$ cat src/rtl/sbi_pkg.sv
package sbi_pkg;
  typedef enum logic [1:0] {
    PIX_PASS  = 2'd0,
    PIX_SIDE  = 2'd1,
    PIX_BLANK = 2'd2
  } pix_sel_e;

  localparam int BLANK_Y = 64;
  localparam int SP_NIB  = 4;
endpackage

$ cat src/rtl/sbi_pos_track.sv
module sbi_pos_track #(
  parameter int PW = 12,
  parameter int LW = 10
) (
  input  logic          clk,
  input  logic          rst_n,
  input  logic          acc,
  input  logic          href,
  input  logic          vref,
  output logic          hrise,
  output logic          vrise,
  output logic [PW-1:0] pos_cur,
  output logic [LW-1:0] line_cur
);
  localparam logic [PW-1:0] PMAX = '1;
  localparam logic [LW-1:0] LMAX = '1;

  logic          href_q, vref_q;
  logic [PW-1:0] pos_q;
  logic [LW-1:0] line_q;

  assign hrise = href && !href_q;
  assign vrise = vref && !vref_q;

  always_comb begin
    if (hrise)              pos_cur = '0;
    else if (pos_q == PMAX) pos_cur = pos_q;
    else                    pos_cur = pos_q + 1'b1;
  end

  always_comb begin
    if (vrise)                       line_cur = '0;
    else if (hrise && line_q != LMAX) line_cur = line_q + 1'b1;
    else                             line_cur = line_q;
  end

  always_ff @(posedge clk) begin
    if (!rst_n) begin
      href_q <= 1'b0;
      vref_q <= 1'b0;
      pos_q  <= '0;
      line_q <= '0;
    end else if (acc) begin
      href_q <= href;
      vref_q <= vref;
      pos_q  <= pos_cur;
      line_q <= line_cur;
    end
  end

  assert_hpos_zero_R3: assert property (@(posedge clk) disable iff (!rst_n)
    acc && hrise |=> pos_q == '0);
  assert_hpos_step_R3: assert property (@(posedge clk) disable iff (!rst_n)
    acc && !hrise && pos_q != PMAX |=> pos_q == $past(pos_q) + 1'b1);
  assert_line_zero_R3: assert property (@(posedge clk) disable iff (!rst_n)
    acc && vrise |=> line_q == '0);
  assert_line_hold_R3: assert property (@(posedge clk) disable iff (!rst_n)
    acc && !hrise && !vrise |=> line_q == $past(line_q));
endmodule

$ cat src/rtl/sbi_cfg_shadow.sv
module sbi_cfg_shadow #(
  parameter int W = 8
) (
  input  logic         clk,
  input  logic         rst_n,
  input  logic         acc,
  input  logic         vrise,
  input  logic [W-1:0] cfg_in,
  output logic [W-1:0] cfg_eff
);
  logic [W-1:0] shadow_q;

  always_ff @(posedge clk) begin
    if (!rst_n)            shadow_q <= '0;
    else if (acc && vrise) shadow_q <= cfg_in;
  end

  assign cfg_eff = vrise ? cfg_in : shadow_q;

  assert_shadow_hold_R10: assert property (@(posedge clk) disable iff (!rst_n)
    !(acc && vrise) |=> $stable(shadow_q));
  assert_shadow_load_R10: assert property (@(posedge clk) disable iff (!rst_n)
    acc && vrise |=> shadow_q == $past(cfg_in));
endmodule

$ cat src/rtl/sbi_window.sv
module sbi_window #(
  parameter int W = 12
) (
  input  logic [W-1:0] cnt,
  input  logic [W-1:0] set_at,
  input  logic [W-1:0] rst_at,
  output logic         hit
);
  logic after_set, before_rst;

  assign after_set  = cnt >= set_at;
  assign before_rst = cnt < rst_at;

  always_comb begin
    if (set_at <= rst_at) hit = after_set && before_rst;
    else                  hit = after_set || before_rst;
  end
endmodule

$ cat src/rtl/sbi_region.sv
module sbi_region
  import sbi_pkg::*;
#(
  parameter int PW = 12,
  parameter int LW = 10
) (
  input  logic [PW-1:0] pos,
  input  logic [LW-1:0] line,
  input  logic [PW-3:0] sp_start,
  input  logic [PW-3:0] sp_stop,
  input  logic [1:0]    sp_fine,
  input  logic [PW-1:0] hb_set,
  input  logic [PW-1:0] hb_rst,
  input  logic [LW-1:0] vb_set,
  input  logic [LW-1:0] vb_rst,
  output pix_sel_e      sel
);
  logic [PW-1:0] edge_s, edge_e;
  logic          h_hit, v_hit, side;

  assign edge_s = {sp_start, sp_fine};
  assign edge_e = {sp_stop, sp_fine};
  assign side   = (pos < edge_s) || (pos >= edge_e);

  sbi_window #(.W(PW)) u_hwin (
    .cnt(pos), .set_at(hb_set), .rst_at(hb_rst), .hit(h_hit)
  );

  sbi_window #(.W(LW)) u_vwin (
    .cnt(line), .set_at(vb_set), .rst_at(vb_rst), .hit(v_hit)
  );

  always_comb begin
    if (h_hit || v_hit) sel = PIX_BLANK;
    else if (side)      sel = PIX_SIDE;
    else                sel = PIX_PASS;
  end
endmodule

$ cat src/rtl/sbi_pix_mux.sv
module sbi_pix_mux
  import sbi_pkg::*;
#(
  parameter int YIW = 12,
  parameter int YOW = 10,
  parameter int CW  = 8
) (
  input  pix_sel_e              sel,
  input  logic                  y9,
  input  logic signed [YIW-1:0] y_in,
  input  logic signed [CW-1:0]  u_in,
  input  logic signed [CW-1:0]  v_in,
  input  logic [YOW-1:0]        sp_y,
  input  logic [SP_NIB-1:0]     sp_u,
  input  logic [SP_NIB-1:0]     sp_v,
  output logic [YOW-1:0]        y_out,
  output logic [CW-1:0]         u_out,
  output logic [CW-1:0]         v_out
);
  localparam logic signed [YIW:0] OFS9 = (YIW+1)'(2 ** (YOW - 2));
  localparam logic signed [YIW:0] YTOP = (YIW+1)'(2 ** YOW - 1);

  logic signed [YIW:0] y_ext, y_half, y_adj;
  logic [YOW-1:0]      y_clip;

  always_comb begin
    y_ext  = {y_in[YIW-1], y_in};
    y_half = y_ext >>> 1;
    y_adj  = y9 ? (y_half + OFS9) : y_ext;
    if (y_adj < 0)         y_clip = '0;
    else if (y_adj > YTOP) y_clip = '1;
    else                   y_clip = y_adj[YOW-1:0];
  end

  always_comb begin
    unique case (sel)
      PIX_BLANK: begin
        y_out = YOW'(BLANK_Y);
        u_out = '0;
        v_out = '0;
      end
      PIX_SIDE: begin
        y_out = sp_y;
        u_out = {sp_u, {(CW-SP_NIB){1'b0}}};
        v_out = {sp_v, {(CW-SP_NIB){1'b0}}};
      end
      default: begin
        y_out = y_clip;
        u_out = u_in;
        v_out = v_in;
      end
    endcase
  end
endmodule

$ cat src/rtl/sbi_top.sv
module sbi_top
  import sbi_pkg::*;
#(
  parameter int PW  = 12,
  parameter int LW  = 10,
  parameter int YIW = 12,
  parameter int YOW = 10,
  parameter int CW  = 8
) (
  input  logic                  clk,
  input  logic                  rst_n,
  input  logic                  s_valid,
  output logic                  s_ready,
  input  logic                  s_href,
  input  logic                  s_vref,
  input  logic signed [YIW-1:0] s_y,
  input  logic signed [CW-1:0]  s_u,
  input  logic signed [CW-1:0]  s_v,
  output logic                  m_valid,
  input  logic                  m_ready,
  output logic [YOW-1:0]        m_y,
  output logic [CW-1:0]         m_u,
  output logic [CW-1:0]         m_v,
  input  logic [PW-3:0]         cfg_sp_start,
  input  logic [PW-3:0]         cfg_sp_stop,
  input  logic [1:0]            cfg_sp_fine,
  input  logic [YOW-1:0]        cfg_sp_y,
  input  logic [SP_NIB-1:0]     cfg_sp_u,
  input  logic [SP_NIB-1:0]     cfg_sp_v,
  input  logic [PW-1:0]         cfg_hb_set,
  input  logic [PW-1:0]         cfg_hb_rst,
  input  logic [LW-1:0]         cfg_vb_set,
  input  logic [LW-1:0]         cfg_vb_rst,
  input  logic                  cfg_y9
);
  localparam int CFGW = 2*(PW-2) + 2 + YOW + 2*SP_NIB + 2*PW + 2*LW + 1;

  logic            acc, hrise, vrise;
  logic [PW-1:0]   pos;
  logic [LW-1:0]   line;
  logic [CFGW-1:0] cfg_in, cfg_eff;

  logic [PW-3:0]     a_sp_start, a_sp_stop;
  logic [1:0]        a_sp_fine;
  logic [YOW-1:0]    a_sp_y;
  logic [SP_NIB-1:0] a_sp_u, a_sp_v;
  logic [PW-1:0]     a_hb_set, a_hb_rst;
  logic [LW-1:0]     a_vb_set, a_vb_rst;
  logic              a_y9;

  pix_sel_e       sel;
  logic [YOW-1:0] y_nx;
  logic [CW-1:0]  u_nx, v_nx;

  assign s_ready = !m_valid || m_ready;
  assign acc     = s_valid && s_ready;

  sbi_pos_track #(.PW(PW), .LW(LW)) u_pos (
    .clk(clk), .rst_n(rst_n), .acc(acc), .href(s_href), .vref(s_vref),
    .hrise(hrise), .vrise(vrise), .pos_cur(pos), .line_cur(line)
  );

  assign cfg_in = {cfg_sp_start, cfg_sp_stop, cfg_sp_fine, cfg_sp_y, cfg_sp_u,
                   cfg_sp_v, cfg_hb_set, cfg_hb_rst, cfg_vb_set, cfg_vb_rst, cfg_y9};

  sbi_cfg_shadow #(.W(CFGW)) u_cfg (
    .clk(clk), .rst_n(rst_n), .acc(acc), .vrise(vrise),
    .cfg_in(cfg_in), .cfg_eff(cfg_eff)
  );

  assign {a_sp_start, a_sp_stop, a_sp_fine, a_sp_y, a_sp_u, a_sp_v,
          a_hb_set, a_hb_rst, a_vb_set, a_vb_rst, a_y9} = cfg_eff;

  sbi_region #(.PW(PW), .LW(LW)) u_region (
    .pos(pos), .line(line), .sp_start(a_sp_start), .sp_stop(a_sp_stop),
    .sp_fine(a_sp_fine), .hb_set(a_hb_set), .hb_rst(a_hb_rst),
    .vb_set(a_vb_set), .vb_rst(a_vb_rst), .sel(sel)
  );

  sbi_pix_mux #(.YIW(YIW), .YOW(YOW), .CW(CW)) u_mux (
    .sel(sel), .y9(a_y9), .y_in(s_y), .u_in(s_u), .v_in(s_v),
    .sp_y(a_sp_y), .sp_u(a_sp_u), .sp_v(a_sp_v),
    .y_out(y_nx), .u_out(u_nx), .v_out(v_nx)
  );

  always_ff @(posedge clk) begin
    if (!rst_n)       m_valid <= 1'b0;
    else if (s_ready) m_valid <= s_valid;
  end

  always_ff @(posedge clk) begin
    if (!rst_n) begin
      m_y <= '0;
      m_u <= '0;
      m_v <= '0;
    end else if (acc) begin
      m_y <= y_nx;
      m_u <= u_nx;
      m_v <= v_nx;
    end
  end

  assert_stall_hold_R2: assert property (@(posedge clk) disable iff (!rst_n)
    m_valid && !m_ready |=> m_valid && $stable(m_y) && $stable(m_u) && $stable(m_v));
  assert_accept_valid_R2: assert property (@(posedge clk) disable iff (!rst_n)
    acc |=> m_valid);
  assert_blank_level_R6: assert property (@(posedge clk) disable iff (!rst_n)
    acc && sel == PIX_BLANK |=> m_y == YOW'(BLANK_Y) && m_u == '0 && m_v == '0);
  assert_side_nibble_R4: assert property (@(posedge clk) disable iff (!rst_n)
    acc && sel == PIX_SIDE |=> m_u[CW-SP_NIB-1:0] == '0 && m_v[CW-SP_NIB-1:0] == '0);
endmodule

$ cat config.mk
export PLATFORM = sky130hd
export DESIGN_NAME = sbi_top
export DESIGN_NICKNAME = d
export VERILOG_FILES = /design/src/rtl/sbi_pkg.sv /design/src/rtl/sbi_pos_track.sv /design/src/rtl/sbi_cfg_shadow.sv /design/src/rtl/sbi_window.sv /design/src/rtl/sbi_region.sv /design/src/rtl/sbi_pix_mux.sv /design/src/rtl/sbi_top.sv
export SDC_FILE = /design/constraint.sdc
export NUM_CORES = 1
export LEC_CHECK = 0
export CAP_MARGIN = 0
export CORE_ASPECT_RATIO = 0.5
export CORE_MARGIN = 3
export CORE_UTILIZATION = 45
export DETAILED_ROUTE_END_ITERATION = 10
export PLACE_DENSITY = 0.69
export SLEW_MARGIN = 20
export SYNTH_ARGS = -nofsm -noshare
export SYNTH_HDL_FRONTEND = slang
export SYNTH_SLANG_ARGS = --single-unit
$ cat constraint.sdc
create_clock -name clk -period 5.6 [get_ports clk]
set_clock_uncertainty 0.05 [all_clocks]
set_input_delay 1.4 -clock clk [delete_from_list [all_inputs] [get_ports clk]]
set_output_delay 1.4 -clock clk [all_outputs]
set_load 0.01 [all_outputs]
Yosys cells after proc, flatten, opt, wreduce, memory -nomap -nowiden

Cells that the tools add are included.

$add $sub $neg: 3
Magnitude comparators: 10
Equality and inequality tests: 4
Muxes and demuxes: 15
Reductions and logical operators: 15

Operators with widths:

| operator                                                                      | count |
|---|---|
| 85-bit two-way mux                                                            | 1 |
| 10-bit two-way mux                                                            | 4 |
| 8-bit one-hot mux with 2 select lines                                         | 2 |
| 12-bit >= comparator                                                          | 2 |
| 12-bit less-than comparator                                                   | 2 |
| 12-bit two-way mux                                                            | 2 |
| 10-bit one-hot mux with 2 select lines                                        | 1 |
| 13-bit by 11-bit > comparator with 1-bit output, second input constant        | 1 |
| 13-bit by 1-bit less-than comparator with 1-bit output, second input constant | 1 |
| 13-bit two-way mux                                                            | 1 |
| 11-bit by 10-bit adder with 12-bit output, second input constant              | 1 |
| 12-bit by 1-bit adder with 12-bit output, second input constant               | 1 |
| 12-bit equality test, second input constant                                   | 1 |
| 12-bit less-or-equal comparator                                               | 1 |
| 10-bit by 1-bit adder with 10-bit output, second input constant               | 1 |
| 10-bit >= comparator                                                          | 1 |
| 10-bit less-or-equal comparator                                               | 1 |
| 10-bit less-than comparator                                                   | 1 |
| 10-bit != test, second input constant                                         | 1 |
| 1-bit logical AND                                                             | 7 |
| 1-bit logical OR                                                              | 5 |
| 1-bit zero test                                                               | 3 |
| 1-bit two-way mux                                                             | 3 |
| 2-bit by 1-bit equality test with 1-bit output, second input constant         | 1 |
| 2 further kinds                                                               | 2 |

Bits in registers: 136
Logic and storage cells: 56

Longest topological paths before layout

Depth in word-level cells: 12
Depth in mapped cells: 19
Gate-level depth less buffers: 17

Hierarchy

A second synthesis with hierarchy kept.

Cells, all modules: 1157
Area total of the unflattened synthesis: 9800.6 µm²

By module, submodules not included:

| module                       | instances | cells an instance | area each (µm²) | seq. area each (µm²) |
|---|---|---|---|---|
| sbi_cfg_shadow               | 1         | 482               | 4330.4          | 1701.6 |
| sbi_pos_track                | 1         | 222               | 1714.1          | 480.5 |
| sbi_top                      | 1         | 118               | 1114.8          | 540.5 |
| sbi_window (u_region.u_hwin) | 1         | 113               | 872.1           | 0.0 |
| sbi_window (u_region.u_vwin) | 1         | 87                | 688.2           | 0.0 |
| sbi_region                   | 1         | 78                | 559.3           | 0.0 |
| sbi_pix_mux                  | 1         | 57                | 521.8           | 0.0 |

Least setup slack after synthesis

Ideal clock, no wire load.

Path kind: input to register
From: input port s_vref
To: register m_y[7]
Data arrival time: 4.870 ns
Required time: 5.435 ns
Slack: 0.565 ns
Cell stages on the path: 14
Path buffers: 4
Cell sequence: nor2b_1 clkbuf_1 clkbuf_1 clkbuf_1 mux2i_1 ha_1 a211oi_1 nand2_1 a2111oi_0 o21ai_0 a21oi_2 clkbuf_1 mux2i_1 o21ai_2

Cells in the longest elaborated chain, start to end: 9
Elaborated cells on any way between the ends: 29
Classes of those cells: order compare (10); eq/ne (2); mux (10); reduce/logical (7)

Ends and longest elaborated chain:

| element                                                                                      | RTL line                                  | RTL |
|---|---|---|
| start, declared                                                                              | sbi_top.sv:15                             | `input logic s_vref,` |
| 1-bit logical AND *                                                                          | sbi_pos_track.sv:23                       | `assign vrise = vref && !vref_q;` |
| 85-bit two-way mux / 10-bit two-way mux (equally long branches)                              | sbi_cfg_shadow.sv:18, sbi_pos_track.sv:32 |  |
| 12-bit >= comparator (tied with other cells)                                                 | sbi_window.sv:11                          | `assign after_set = cnt >= set_at;` |
| 1-bit logical OR / 1-bit logical AND (equally long branches)                                 | sbi_window.sv:16, sbi_window.sv:15        |  |
| 1-bit two-way mux                                                                            | sbi_window.sv:15                          | `if (set_at <= rst_at) hit = after_set && before_rst;` |
| 1-bit logical OR                                                                             | sbi_region.sv:34                          | `if (h_hit \|\| v_hit) sel = PIX_BLANK;` |
| 2-bit two-way mux                                                                            | sbi_region.sv:34                          |  |
| 2-bit by 1-bit equality test with 1-bit output / 2-bit equality test (equally long branches) | sbi_pix_mux.sv:36                         | `unique case (sel)` |
| 10-bit one-hot mux with 2 select lines *                                                     | sbi_pix_mux.sv:36                         |  |
| end signal, assigned                                                                         | sbi_top.sv:97                             | `m_y <= y_nx;` |
| end, declared                                                                                | sbi_top.sv:21                             | `output logic [YOW-1:0] m_y,` |

Mark *: on every way between the ends. The rest lies on a longest branch, timed or not.
A chain may end at the register's enable or synchronous reset.

Worst setup path after layout

From: input port s_href
To: register m_v[1]

Cells in the longest elaborated chain, start to end: 11
Elaborated cells on any way between the ends: 24
Classes of those cells: order compare (6); eq/ne (2); mux (8); reduce/logical (8)

Ends and longest elaborated chain:

| element                                                                                      | RTL line                           | RTL |
|---|---|---|
| start, declared                                                                              | sbi_top.sv:14                      | `input logic s_href,` |
| 1-bit logical AND *                                                                          | sbi_pos_track.sv:22                | `assign hrise = href && !href_q;` |
| 1-bit logical AND *                                                                          | sbi_pos_track.sv:33                | `else if (hrise && line_q != LMAX) line_cur = line_q + 1'b1;` |
| 10-bit two-way mux *                                                                         | sbi_pos_track.sv:33                |  |
| 10-bit two-way mux *                                                                         | sbi_pos_track.sv:32                | `if (vrise) line_cur = '0;` |
| net line[7]                                                                                  | sbi_top.sv:40                      | `logic [LW-1:0] line;` |
| 10-bit >= comparator / 10-bit less-than comparator (equally long branches)                   | sbi_window.sv:11, sbi_window.sv:12 |  |
| 1-bit logical OR / 1-bit logical AND (equally long branches)                                 | sbi_window.sv:16, sbi_window.sv:15 |  |
| 1-bit two-way mux *                                                                          | sbi_window.sv:15                   |  |
| 1-bit logical OR *                                                                           | sbi_region.sv:34                   |  |
| 2-bit two-way mux *                                                                          | sbi_region.sv:34                   |  |
| 2-bit by 1-bit equality test with 1-bit output / 2-bit equality test (equally long branches) | sbi_pix_mux.sv:36                  |  |
| 8-bit one-hot mux with 2 select lines *                                                      | sbi_pix_mux.sv:36                  |  |
| end signal, assigned                                                                         | sbi_top.sv:99                      | `m_v <= v_nx;` |
| end, declared                                                                                | sbi_top.sv:23                      | `output logic [CW-1:0] m_v,` |

Mark *: on every way through the listed nets, which the timed path passes. The rest lies on a longest branch.

==> flow_metrics.tcl <==
set metrics [dict create \
    status "finished, final reports clean" \
    fp-row-count 35 \
    critPathCaptureType "register" \
    cts_buffers 17 \
    die_height_um 105 \
    clock_latency_ns 0.43 \
    fin_crit_sh_pct 91.1 \
    dpl.hpwl_um 17900 \
    fin_cells 1531 \
    multi_input_area_um2 5740 \
    cts_root_buf "clkbuf_16" \
    worst_pin_slew_ns 1.04 \
    fin_crit_ns 5.10 \
    drive_above_1_share_pct 7.15 \
    synthAdderAreaFrac_pct 12.6 \
    crit_path_start_kind "primary input" \
    tritoncts_num_sinks 136 \
    hp-start "m_u[3]$_SDFFE_PN0P_" \
    postCtsSetupBuffers 0 \
    p_comb_share_pct 19.7 \
    synth.distinct_cells 53 \
    drtIter0Drc 388 \
    critPathRequiredTime_ns 5.90 \
    antenna_cells 0 \
    p_int_uw 1990 \
    holdPathStages 2 \
    synth_cells 1132 \
    vdd_ir_drop_max_v 0.000216 \
    p_leak_uw 0.00459 \
    fmax_mhz 196 \
    synth_flop_cell "dfxtp_1" \
    synth_top_family_by_area "simple AND/OR/NAND/NOR gates" \
    clk_pin_slew_worst_paths_ns 0.06 \
    synth_compound_area_share_pct 19.7 \
    grt_max_degree 61 \
    relSlewSlack_pct 30.2 \
    dr.pass1.iters 5 \
    antenna_found_initial 0 \
    hold_path_end "m_u[3]$_SDFFE_PN0P_" \
    swShare_pct 27.6 \
    synth_edf_count 0 \
    seq_area_frac_synth_pct 30.9 \
    p_sw_uw 758 \
    core_region_area_um2 18800 \
    grt_pass1_vias 7853 \
    drc 0 \
    cap_violations 0 \
    synthSimpleGateAreaFrac_pct 22.4 \
    crit_fanout 25 \
    start_util_pct 46.9 \
    grt_usage_pct 23.3 \
    avgSynthCellArea_um2 7.78 \
    ys_ff_latch 136 \
    synth-xor-area-share_pct 1.49 \
    post_drt_wl_per_cell_um 16.0 \
    hold_buffers 0 \
    synthArstFlopShare_pct 0 \
    r2r_slack_ns 1.03 \
    synthMuxAreaShare_pct 8.64 \
    crit_start "s_href" \
    path_class "primary input to register" \
    hold_class "register to register" \
    grt_pass1_wl_um 40400 \
    r2r.worst_path.cells 16 \
    die_area_um2 21400 \
    power.density_nw_per_um2 245 \
    gp_congestion 0.886 \
    grt.overflow.total 0 \
    area_delta_synth_final_pct 27.3 \
    report.final.slew_viol_count 0 \
    drtAntennaViolNets 0 \
    seq_power_share_pct 37.4 \
    wl_um 24600 \
    power_frac_clock_pct 43.0 \
    rsz0062_at_grt "no" \
    cts_tree "yes" \
    rr_startpoint "u_pos.pos_q[0]$_SDFFE_PN0P_" \
    setup_violations 0 \
    n_fill_cell 1693 \
    ys_warn_count 0 \
    fp.dieW_um 204 \
    synth_area_um2 8810 \
    r2r-end "m_v[1]$_SDFFE_PN0P_" \
    numPortBuffers 146 \
    vias 8157 \
    worst_ep_arrival_time_ns 5.40 \
    synth_nets 1340 \
    ios 147 \
    finalHoldViolations 0 \
    cts_buffer_depth 2 \
    cts_max_level 4 \
    nNetsFinal 1467 \
    via_per_inst 5.33 \
    dp_cells 1499 \
    seqCellArea_um2 2720 \
    final.setup.tns_ns 0 \
    ctsResizeCount 0 \
]
[sequential cells by signal, summed over array words and instances, names as in the netlist]
name            count
u_pos.vref_q        1
u_pos.pos_q        12
u_pos.line_q       10
m_y                10
m_valid             1
m_v                 8
m_u                 8
u_cfg.shadow_q     85
u_pos.href_q        1
[synthesized netlist by cell type, types with 2 or more instances]
| cell type | count | share of area, % |
|---|---|---|
| nand2_1 | 374 | 16 |
| dfxtp_1 | 136 | 31 |
| a21boi_0 | 103 | 8.8 |
| ha_1 | 89 | 13 |
| mux2i_1 | 76 | 8.6 |
| clkbuf_1 | 50 | 2.1 |
| o21ai_0 | 34 | 1.9 |
| a21oi_1 | 32 | 1.8 |
| inv_1 | 31 | 1.3 |
| nor2_1 | 28 | 1.2 |
| o21ai_2 | 20 | 2.0 |
| a21o_1 | 14 | 1.2 |
| nand4_1 | 13 | 0.92 |
| nand3_1 | 12 | 0.68 |
| a31oi_1 | 11 | 0.78 |
| nor3_1 | 10 | 0.57 |
| xor2_1 | 9 | 0.90 |
| nor2b_1 | 8 | 0.57 |
| buf_1 | 6 | 0.26 |
| xnor2_1 | 6 | 0.60 |
| a211oi_1 | 5 | 0.43 |
| and2_1 | 5 | 0.36 |
| nand2b_1 | 5 | 0.36 |
| and3_1 | 4 | 0.28 |
| buf_2 | 4 | 0.23 |
| or3_1 | 4 | 0.28 |
| a221oi_1 | 3 | 0.30 |
| a22oi_1 | 3 | 0.26 |
| and4_1 | 3 | 0.30 |
| nor4_1 | 3 | 0.21 |
| o21a_1 | 3 | 0.26 |
| a2111oi_0 | 2 | 0.20 |
| a221oi_2 | 2 | 0.34 |
| buf_6 | 2 | 0.26 |
| nand4_2 | 2 | 0.28 |
| o31a_1 | 2 | 0.20 |
| or2_2 | 2 | 0.14 |
[worst max-delay path by stage]
stage,to,depth (start not counted)
CTS,m_v[1]$_SDFFE_PN0P_,17
floorplan,m_y[7]$_SDFFE_PN0P_,14
global route,m_v[0]$_SDFFE_PN0P_,17
detailed placement,m_v[1]$_SDFFE_PN0P_,17
global placement,m_v[0]$_SDFFE_PN0P_,17
finish,m_v[1]$_SDFFE_PN0P_,17
[stage by stage]
step | total power, uW | util, % | worst slack (ns) | hold WS [ns] | cell area (um^2)
6_report | 2750 | 59.7 | 0.499 | 0.407 | 11200
5_1_grt | 2880 | 59.7 | 0.0965 | 0.426 | 11200
4_1_cts | 2770 | 59.7 | 0.542 | 0.408 | 11200
3_5_place_dp | 1580 | 56.4 | 0.115 | 0.395 | 10600
3_3_place_gp | 1570 | 56.4 | 0.300 | 0.389 | 10600
2_1_floorplan | 1360 | - | 0.565 | 0.393 | 8810
[power by group through the flow]
stage	logic (uW)	clock network [uW]	registers [uW]
final	540	1180	1030
after global routing	605	1250	1030
after CTS	542	1200	1030
after detailed placement	536	0	1050
after global placement	524	0	1050
after floorplan	316	0	1050
[cell families after synthesis]
family / after synthesis
simple gates: 476
flops: 136
fa+ha+maj: 89
compound gates: 247
xor+xnor: 15
buf+inv: 93
mux: 76
[cells in the final DEF (no fill, tap or decap), types with 20 or more instances in the layout]
cell / instances
a21boi_0: 103
buf_4: 20
mux2i_1: 76
dfxtp_1: 136
nand2_1: 373
ha_1: 89
clkdlybuf4s50_1: 145
o21ai_2: 20
inv_1: 31
nor2_1: 27
o21ai_0: 34
a21oi_1: 32
[layer usage]
layer / global-route usage [%] / wire length, um / part of all wire, %
met4: 4.22 / 153 / 0.62
met1: 34.6 / 12700 / 52
met5: 0 / 0 / 0
met3: 5.04 / 1420 / 5.8
met2: 34.8 / 10300 / 42
[critical path: stages]
cell,delay (ns)
clkdlybuf4s50_1,0.47
nor2b_1,0.18
o31a_2,0.24
and4_1,0.28
and3_1,0.29
nand3_1,0.13
xor2_1,0.21
nor2_1,0.11
ha_1,0.22
or4_1,0.54
nor2_1,0.16
a311o_1,0.22
nand3_1,0.10
a221oi_2,0.27
nand4_2,0.15
buf_12,0.22
o21ai_0,0.18
[cell type report]
class                   instances  area share, %
clock inverters                 9           1.00
flip-flops and latches        136           24.3
well taps                     259           2.89
clock buffers                  23           4.53
inverters                      31           1.04
repair buffers                170           15.0
multi-input cells             903           51.2
No activity file was read; power rests on OpenSTA's default activity.
